[src/rtl/tg_pkg.sv]
package tg_pkg;

  // Next value of a saturating run-length counter: restarts on a low sample.
  function automatic int unsigned persist_step(input int unsigned cnt,
                                               input logic ot,
                                               input int unsigned last);
    if (!ot)               return 0;
    else if (cnt >= last)  return last;
    else                   return cnt + 1;
  endfunction

  // Sticky fault bit: a trip sets it, a read clears it only when cool.
  function automatic logic fault_next(input logic fault,
                                      input logic hot,
                                      input logic rd,
                                      input logic ot);
    return hot | (fault & ~(rd & ~ot));
  endfunction

  // Enable bit: a trip forces it low ahead of any write.
  function automatic logic enable_next(input logic en,
                                       input logic hot,
                                       input logic wr,
                                       input logic wbit);
    if (hot)      return 1'b0;
    else if (wr)  return wbit;
    else          return en;
  endfunction

endpackage

[src/rtl/tg_persist_filter.sv]
module tg_persist_filter #(
  parameter int unsigned PERSIST = 16,
  parameter int unsigned CW      = (PERSIST > 2) ? $clog2(PERSIST) : 1
) (
  input  logic clk,
  input  logic rst_n,
  input  logic ot_i,
  output logic hot_o
);
  localparam logic [CW-1:0] LAST = CW'(PERSIST - 1);

  logic [CW-1:0] cnt_q;

  always_ff @(posedge clk) begin
    if (!rst_n) cnt_q <= '0;
    else        cnt_q <= CW'(tg_pkg::persist_step(32'(cnt_q), ot_i, PERSIST - 1));
  end

  // Qualified condition: input high with PERSIST-1 earlier high samples.
  assign hot_o = ot_i && (cnt_q == LAST);

  // a low sample empties the run counter
  p_cnt_restart_r6: assert property (@(posedge clk) disable iff (!rst_n)
    !ot_i |=> (cnt_q == '0));

  // qualification never starts without a preceding high sample
  p_trip_needs_run_r1: assert property (@(posedge clk) disable iff (!rst_n)
    $rose(hot_o) |-> $past(ot_i));

endmodule

[src/rtl/tg_chan_state.sv]
module tg_chan_state (
  input  logic clk,
  input  logic rst_n,
  input  logic ot_i,
  input  logic hot_i,
  input  logic rd_i,
  input  logic wr_i,
  input  logic wbit_i,
  output logic fault_o,
  output logic en_o,
  output logic drv_o
);
  logic fault_q;
  logic en_q;

  always_ff @(posedge clk) begin
    if (!rst_n) begin
      fault_q <= 1'b0;
      en_q    <= 1'b0;
    end else begin
      fault_q <= tg_pkg::fault_next(fault_q, hot_i, rd_i, ot_i);
      en_q    <= tg_pkg::enable_next(en_q, hot_i, wr_i, wbit_i);
    end
  end

  assign fault_o = fault_q;
  assign en_o    = en_q;
  assign drv_o   = en_q & ~hot_i;

  // a trip latches the fault and drops the enable together
  p_trip_disables_r4: assert property (@(posedge clk) disable iff (!rst_n)
    hot_i |=> (fault_q && !en_q));

  // a write of 1 during a qualified condition cannot re-enable
  p_hot_wins_r7: assert property (@(posedge clk) disable iff (!rst_n)
    (hot_i && wr_i && wbit_i) |=> !en_q);

  // a read with the condition gone clears the fault
  p_read_clears_r3: assert property (@(posedge clk) disable iff (!rst_n)
    (rd_i && !ot_i) |=> !fault_q);

  // without a read a fault stays latched
  p_sticky_r2: assert property (@(posedge clk) disable iff (!rst_n)
    (fault_q && !rd_i) |=> fault_q);

  // a write with no trip loads the enable bit
  p_write_loads_r5: assert property (@(posedge clk) disable iff (!rst_n)
    (wr_i && !hot_i) |=> (en_q == $past(wbit_i)));

endmodule

[src/rtl/thermal_guard.sv]
module thermal_guard #(
  parameter int unsigned NUM_CH  = 2,
  parameter int unsigned PERSIST = 16
) (
  input  logic              clk,
  input  logic              rst_n,
  input  logic [NUM_CH-1:0] overtemp_i,
  input  logic              status_rd_i,
  input  logic              ctrl_wr_i,
  input  logic [NUM_CH-1:0] ctrl_wdata_i,
  output logic [NUM_CH-1:0] fault_o,
  output logic [NUM_CH-1:0] enable_o,
  output logic [NUM_CH-1:0] drv_en_o
);
  localparam int unsigned CNT_W = (PERSIST > 2) ? $clog2(PERSIST) : 1;

  // Per-channel qualified over-temperature, brought out for the checks.
  logic [NUM_CH-1:0] hot_w;

  generate
    for (genvar g = 0; g < NUM_CH; g++) begin : g_ch
      tg_persist_filter #(
        .PERSIST (PERSIST),
        .CW      (CNT_W)
      ) u_filt (
        .clk   (clk),
        .rst_n (rst_n),
        .ot_i  (overtemp_i[g]),
        .hot_o (hot_w[g])
      );

      tg_chan_state u_state (
        .clk     (clk),
        .rst_n   (rst_n),
        .ot_i    (overtemp_i[g]),
        .hot_i   (hot_w[g]),
        .rd_i    (status_rd_i),
        .wr_i    (ctrl_wr_i),
        .wbit_i  (ctrl_wdata_i[g]),
        .fault_o (fault_o[g]),
        .en_o    (enable_o[g]),
        .drv_o   (drv_en_o[g])
      );
    end
  endgenerate

  // no driver is enabled while its channel is qualified hot
  p_drv_off_hot_r9: assert property (@(posedge clk) disable iff (!rst_n)
    (drv_en_o & hot_w) == '0);

  // the cycle after reset everything is off
  p_reset_off_r8: assert property (@(posedge clk)
    !rst_n |=> (fault_o == '0 && enable_o == '0));

endmodule

[config.mk]
export PLATFORM = sky130hd
export DESIGN_NAME = thermal_guard
export DESIGN_NICKNAME = d
export VERILOG_FILES = /design/src/rtl/tg_pkg.sv /design/src/rtl/tg_persist_filter.sv /design/src/rtl/tg_chan_state.sv /design/src/rtl/thermal_guard.sv
export SDC_FILE = /design/constraint.sdc
export NUM_CORES = 1
export LEC_CHECK = 0
export BUFFER_PORTS_ARGS = -buffer_cell sky130_fd_sc_hd__buf_2
export CORE_AREA = 2 2 39 41
export CTS_CLUSTER_SIZE = 10
export DETAILED_ROUTE_END_ITERATION = 7
export DIE_AREA = 0 0 41 43
export SKIP_CTS_REPAIR_TIMING = 1
export SYNTH_ARGS = -nofsm -noshare
export SYNTH_HDL_FRONTEND = slang
export SYNTH_SLANG_ARGS = --single-unit
[constraint.sdc]
create_clock -name clk -period 1.46 [get_ports clk]
set_input_delay 0.073 -clock clk [delete_from_list [all_inputs] [get_ports clk]]
set_output_delay 0.073 -clock clk [all_outputs]
set_load 0.01 [all_outputs]
# [Word level (Yosys, flattened, before mapping)]
# Cells that the tools add are included.
[totals] register_bits=12 inputBits=8 output_inout_bits=6 elab_cells=35
[classes] addsub=2 magnitude_cmp=2 n_eq_ne=2 mux=2 bitwise=15 reduce_logical=6
[op_table] cell="adder 4 x 1 -> 4 bit, second input constant" n=2
[op_table] cell="== test 4 bit, second input constant" n=2
[op_table] cell=">= comparator 4 bit, second input constant" n=2
[op_table] cell="2-to-1 mux 4 bit" n=2
[op_table] cell="NOT 1 bit" n=7
[op_table] cell="AND 1 bit" n=6
[op_table] cell="AND reduction 2 bit" n=2
[op_table] cell="OR reduction 2 bit" n=2
[op_table] cell="logical AND 1 bit" n=2
[op_table] cell="OR 1 bit" n=2

# [Logic depth before layout (Yosys ltp)]
[logic_depth] word_depth=5 mapped_depth=4 ltp_nobuf=3

# [Cells and area by module]
# A second synthesis with hierarchy kept.
[unflattened] hier_cells=54 area_unflattened_um2=523.0
[by_module_without_submodules] module="tg_persist_filter" n_inst=2 cells_each=19 area_per_inst_um2=176.4 seq_area_each_um2=80.1
[by_module_without_submodules] module="tg_chan_state" n_inst=2 cells_each=8 area_per_inst_um2=85.1 seq_area_each_um2=40.0

# [Worst setup path before layout]
# No wires, ideal clock.
[synth_path] path_kind="reg-to-output" startpoint="register g_ch[0].u_filt.cnt_q[0]" endpoint="output port drv_en_o[0]" t_arrival_ns=0.969 required_time_ns=1.387 slack_ns=0.418 stages_incl_launch_ff=5 path_cell_list="dfxtp_1 ha_1 nand4_1 and2_1 buf_4"
[synth_via] elab_chain_len=4
[synth_rtl] item="from (decl)" line_no="tg_persist_filter.sv:12" source="logic [CW-1:0] cnt_q;"
[synth_rtl] item="from (signal assigned)" line_no="tg_persist_filter.sv:16" source="else cnt_q <= CW'(tg_pkg::persist_step(32'(cnt_q), ot_i, PERSIST - 1));"
[synth_rtl] item="== test 4 bit" line_no="tg_persist_filter.sv:20" source="assign hot_o = ot_i && (cnt_q == LAST);"
[synth_rtl] item="logical AND 1 bit" line_no="tg_persist_filter.sv:20"
[synth_rtl] item="NOT 1 bit" line_no="tg_chan_state.sv:28" source="assign drv_o = en_q & ~hot_i;"
[synth_rtl] item="AND 1 bit" line_no="tg_chan_state.sv:28"
[synth_rtl] item="to (decl)" line_no="thermal_guard.sv:13" source="output logic [NUM_CH-1:0] drv_en_o"
# No other way between the ends.

# [Worst setup path after layout]
[layout_path] startpoint="register g_ch[1].u_filt.cnt_q[0]" endpoint="output port drv_en_o[1]"
[layout_via] elab_chain_len=4
[layout_rtl] item="from (decl)" line_no="tg_persist_filter.sv:12"
[layout_rtl] item="from (signal assigned)" line_no="tg_persist_filter.sv:16"
[layout_rtl] item="== test 4 bit" line_no="tg_persist_filter.sv:20"
[layout_rtl] item="logical AND 1 bit" line_no="tg_persist_filter.sv:20"
[layout_rtl] item="NOT 1 bit" line_no="tg_chan_state.sv:28"
[layout_rtl] item="AND 1 bit" line_no="tg_chan_state.sv:28"
# No other way between the ends.

==> results by group <==
Run status
  • Status: finished, final reports clean

CTS
  • CTS Root Cell: clkbuf_4
  • CTS buffer count: 3
  • H-tree Lvls: 1
  • Worst-Skew Late Latency: 0.26 ns
  • TritonCTS clock tree: yes
  • CTS clk-pin slew, worst paths: roughly 0.070 ns
  • Clock sinks: 12
  • Max Root-Sink Buffers: 2

Synth
  • Top cell type by total area after synthesis: dfxtp_1
  • Seq cells post-synth: 12
  • Share of flip-flops with an asynchronous set or reset: 0
  • Post-synthesis sequential area ratio: 0.445
  • Syn nets: 69
  • Cells after synthesis: roughly 60
  • Share of Yosys cell area claimed by the top area cell type: 0.445
  • Post-Syn Area: 539 µm²
  • Synthesis warning total: 0
  • Synth cell types: 18
  • Syn avg cell area: 9.14 µm²
  • Synth area leaders: dfxtp_1 (45%), buf_4 (8.4%), a31oi_1 (4.6%)
  • Post-synth EDFFs: 0
  • Ys flop type: dfxtp_1

Floorplanning
  • Die height: around 43 µm
  • Die ar.: 0.00176 mm²
  • Site row count: 14
  • Num ports: 14
  • Core area: 0.00138 mm²
  • Die X: 41 µm
  • Initial cell density of the core: 0.390

Timing
  • Final setup viols: 0
  • Fmax: about 740 MHz
  • Hold Fails Final Rpt: 0
  • Setup TNS: 0 ns
  • Final Cycle Share: 0.929
  • Max Slew Vio Count: 0
  • Final worst slack: around 0.10 ns
  • RSZ-0062 raised after global routing: no
  • Worst Tran Pin Value: 0.175 ns
  • Final Critical Period: 1.36 ns
  • Headroom to the max-slew limit: 0.882
  • Clock skew: between 0.0003 and 0.0004 ns

Place
  • DP HPWL: 684 µm
  • Post-place setup slack: 0.314 ns
  • Inst Count DP: slightly above 80
  • PortBufs: 13
  • RePlAce Congestion: 0.763

Final layout
  • Nets: 81
  • Fraction of layout instances using a drive strength above 1: 0.290
  • Inserted Diodes: 0
  • Final cell count without fillers: 85
  • Core Util, Final: 0.448
  • Leading cell type in the layout, fill and taps excluded: buf_2
  • Most frequent cells in the layout: buf_2 (13), dfxtp_1 (10)
  • Layout area overhead: 14.8%

Detailed routing
  • Via-to-Cell Ratio: 4.95
  • DR vias: 421
  • Detailed Route Iter0 Violations: 4
  • Final wirelength: 907 µm
  • DRC: 0
  • DR pass1 iterations: 4
  • Antenna viol nets, final: 0
  • WL per Instance: 10.7 µm

GRT
  • GRT Util Overall: 0.120
  • First-pass GRT wire length: 1.33 mm
  • Initial antenna violation count: 0
  • Pin count of the biggest net entering global routing: 7
  • Remaining Overflow, GRT: 0
  • Vias in the first global route: ~370

Worst setup path
  • Critical path endpoint category: output pin
  • CP max stage delay: 0.37 ns
  • Worst setup path category: reg2out
  • Crit-path max FO: 5
  • WP buf/inv: 1
  • CP max stage cell: dfxtp_1
  • Critical Path RT: 1.39 ns
  • Worst EP arrival: 1.28 ns
  • Critical path, cell by cell: ha_2, nand4_1, and2_1, buf_2
  • Delay-heaviest family, CP: flip-flops
  • Setup crit start kind: register

Power and ir drop
  • Pleak: ~0.28 nW
  • PwrDens: approximately 940 mW/mm²
  • Power Total: between 0.5 and 0.6 mW
  • VDD IR-drop max: 428 µV

Worst hold path
  • Hold crit path type: in2reg

Flow run
  • Max-cap violation count: 0
## worst paths after layout
check        cells past startpoint                               start  slack, ns                                 end
min reg2reg                      1  g_ch[0].u_filt.cnt_q[0]$_SDFF_PN0_       0.47  g_ch[0].u_filt.cnt_q[0]$_SDFF_PN0_
max reg2reg                      3  g_ch[1].u_filt.cnt_q[0]$_SDFF_PN0_       0.45   g_ch[1].u_state.en_o$_SDFFE_PP0P_
min                              3                       overtemp_i[0]       0.08  g_ch[0].u_state.fault_o$_SDFF_PN0_
max                              4  g_ch[1].u_filt.cnt_q[0]$_SDFF_PN0_       0.10                         drv_en_o[1]
## kinds of logic (layout without fill, tap and decap cells)
logic type	count (synthesis)	in the layout	synth area share
adder cells (fa/ha/maj)	2	2	0.0464
multiplexers	2	2	0.0418
flip-flops	12	12	0.445
buffers and inverters	9	19	0.104
AND/OR/NAND/NOR	24	24	0.251
AO/OA/AOI/OAI	10	10	0.111
## final cells by class
type / instances / area (µm²)
fill: 132 / 764
multi-input combinational: 38 / 258
sequential: 12 / 243
timing repair buffer: 13 / 65.1
clock buffer: 3 / 22.5
tap: 16 / 20.0
inverter: 3 / 11.3
## cell usage after synthesis (all sizes together) (3+ instances only)
cell   instances
and3           4
nand2          4
dfxtp         12
inv            3
a31oi          4
buf            6
a21oi          4
## routing by layer
metal	vias up	GRT usage	share of wire
li1	224	-	-
met1	185	0.110	0.47
met2	10	0.181	0.46
met3	2	0.0471	0.062
met4	0	0.120	0.012
met5	-	0	0
## power breakdown
part	leakage [nW]	switching, mW	internal (mW)
sequential	0.0984	0.00740	0.336
combinational	0.165	0.0214	0.0236
clock	0.0138	0.0989	0.0952
## sequential cells by signal (all words and copies together), names as in the netlist
signal                flops
g_ch.u_state.fault_o      2
g_ch.u_filt.cnt_q         8
g_ch.u_state.en_o         2
## stage by stage
step                      hold slack (ns)  area, µm²
after global placement              0.359        579
after floorplan                     0.204        539
after global routing               0.0840        619
after detailed placement            0.361        579
final                              0.0836        619
after CTS                          0.0737        602
## worst register-to-register path, stage by stage (launching register included)
cell,delay (ns)
dfxtp_1,0.37
ha_2,0.23
nand4_1,0.12
and3_1,0.19
Note: power is estimated with default switching activity, not from simulation.
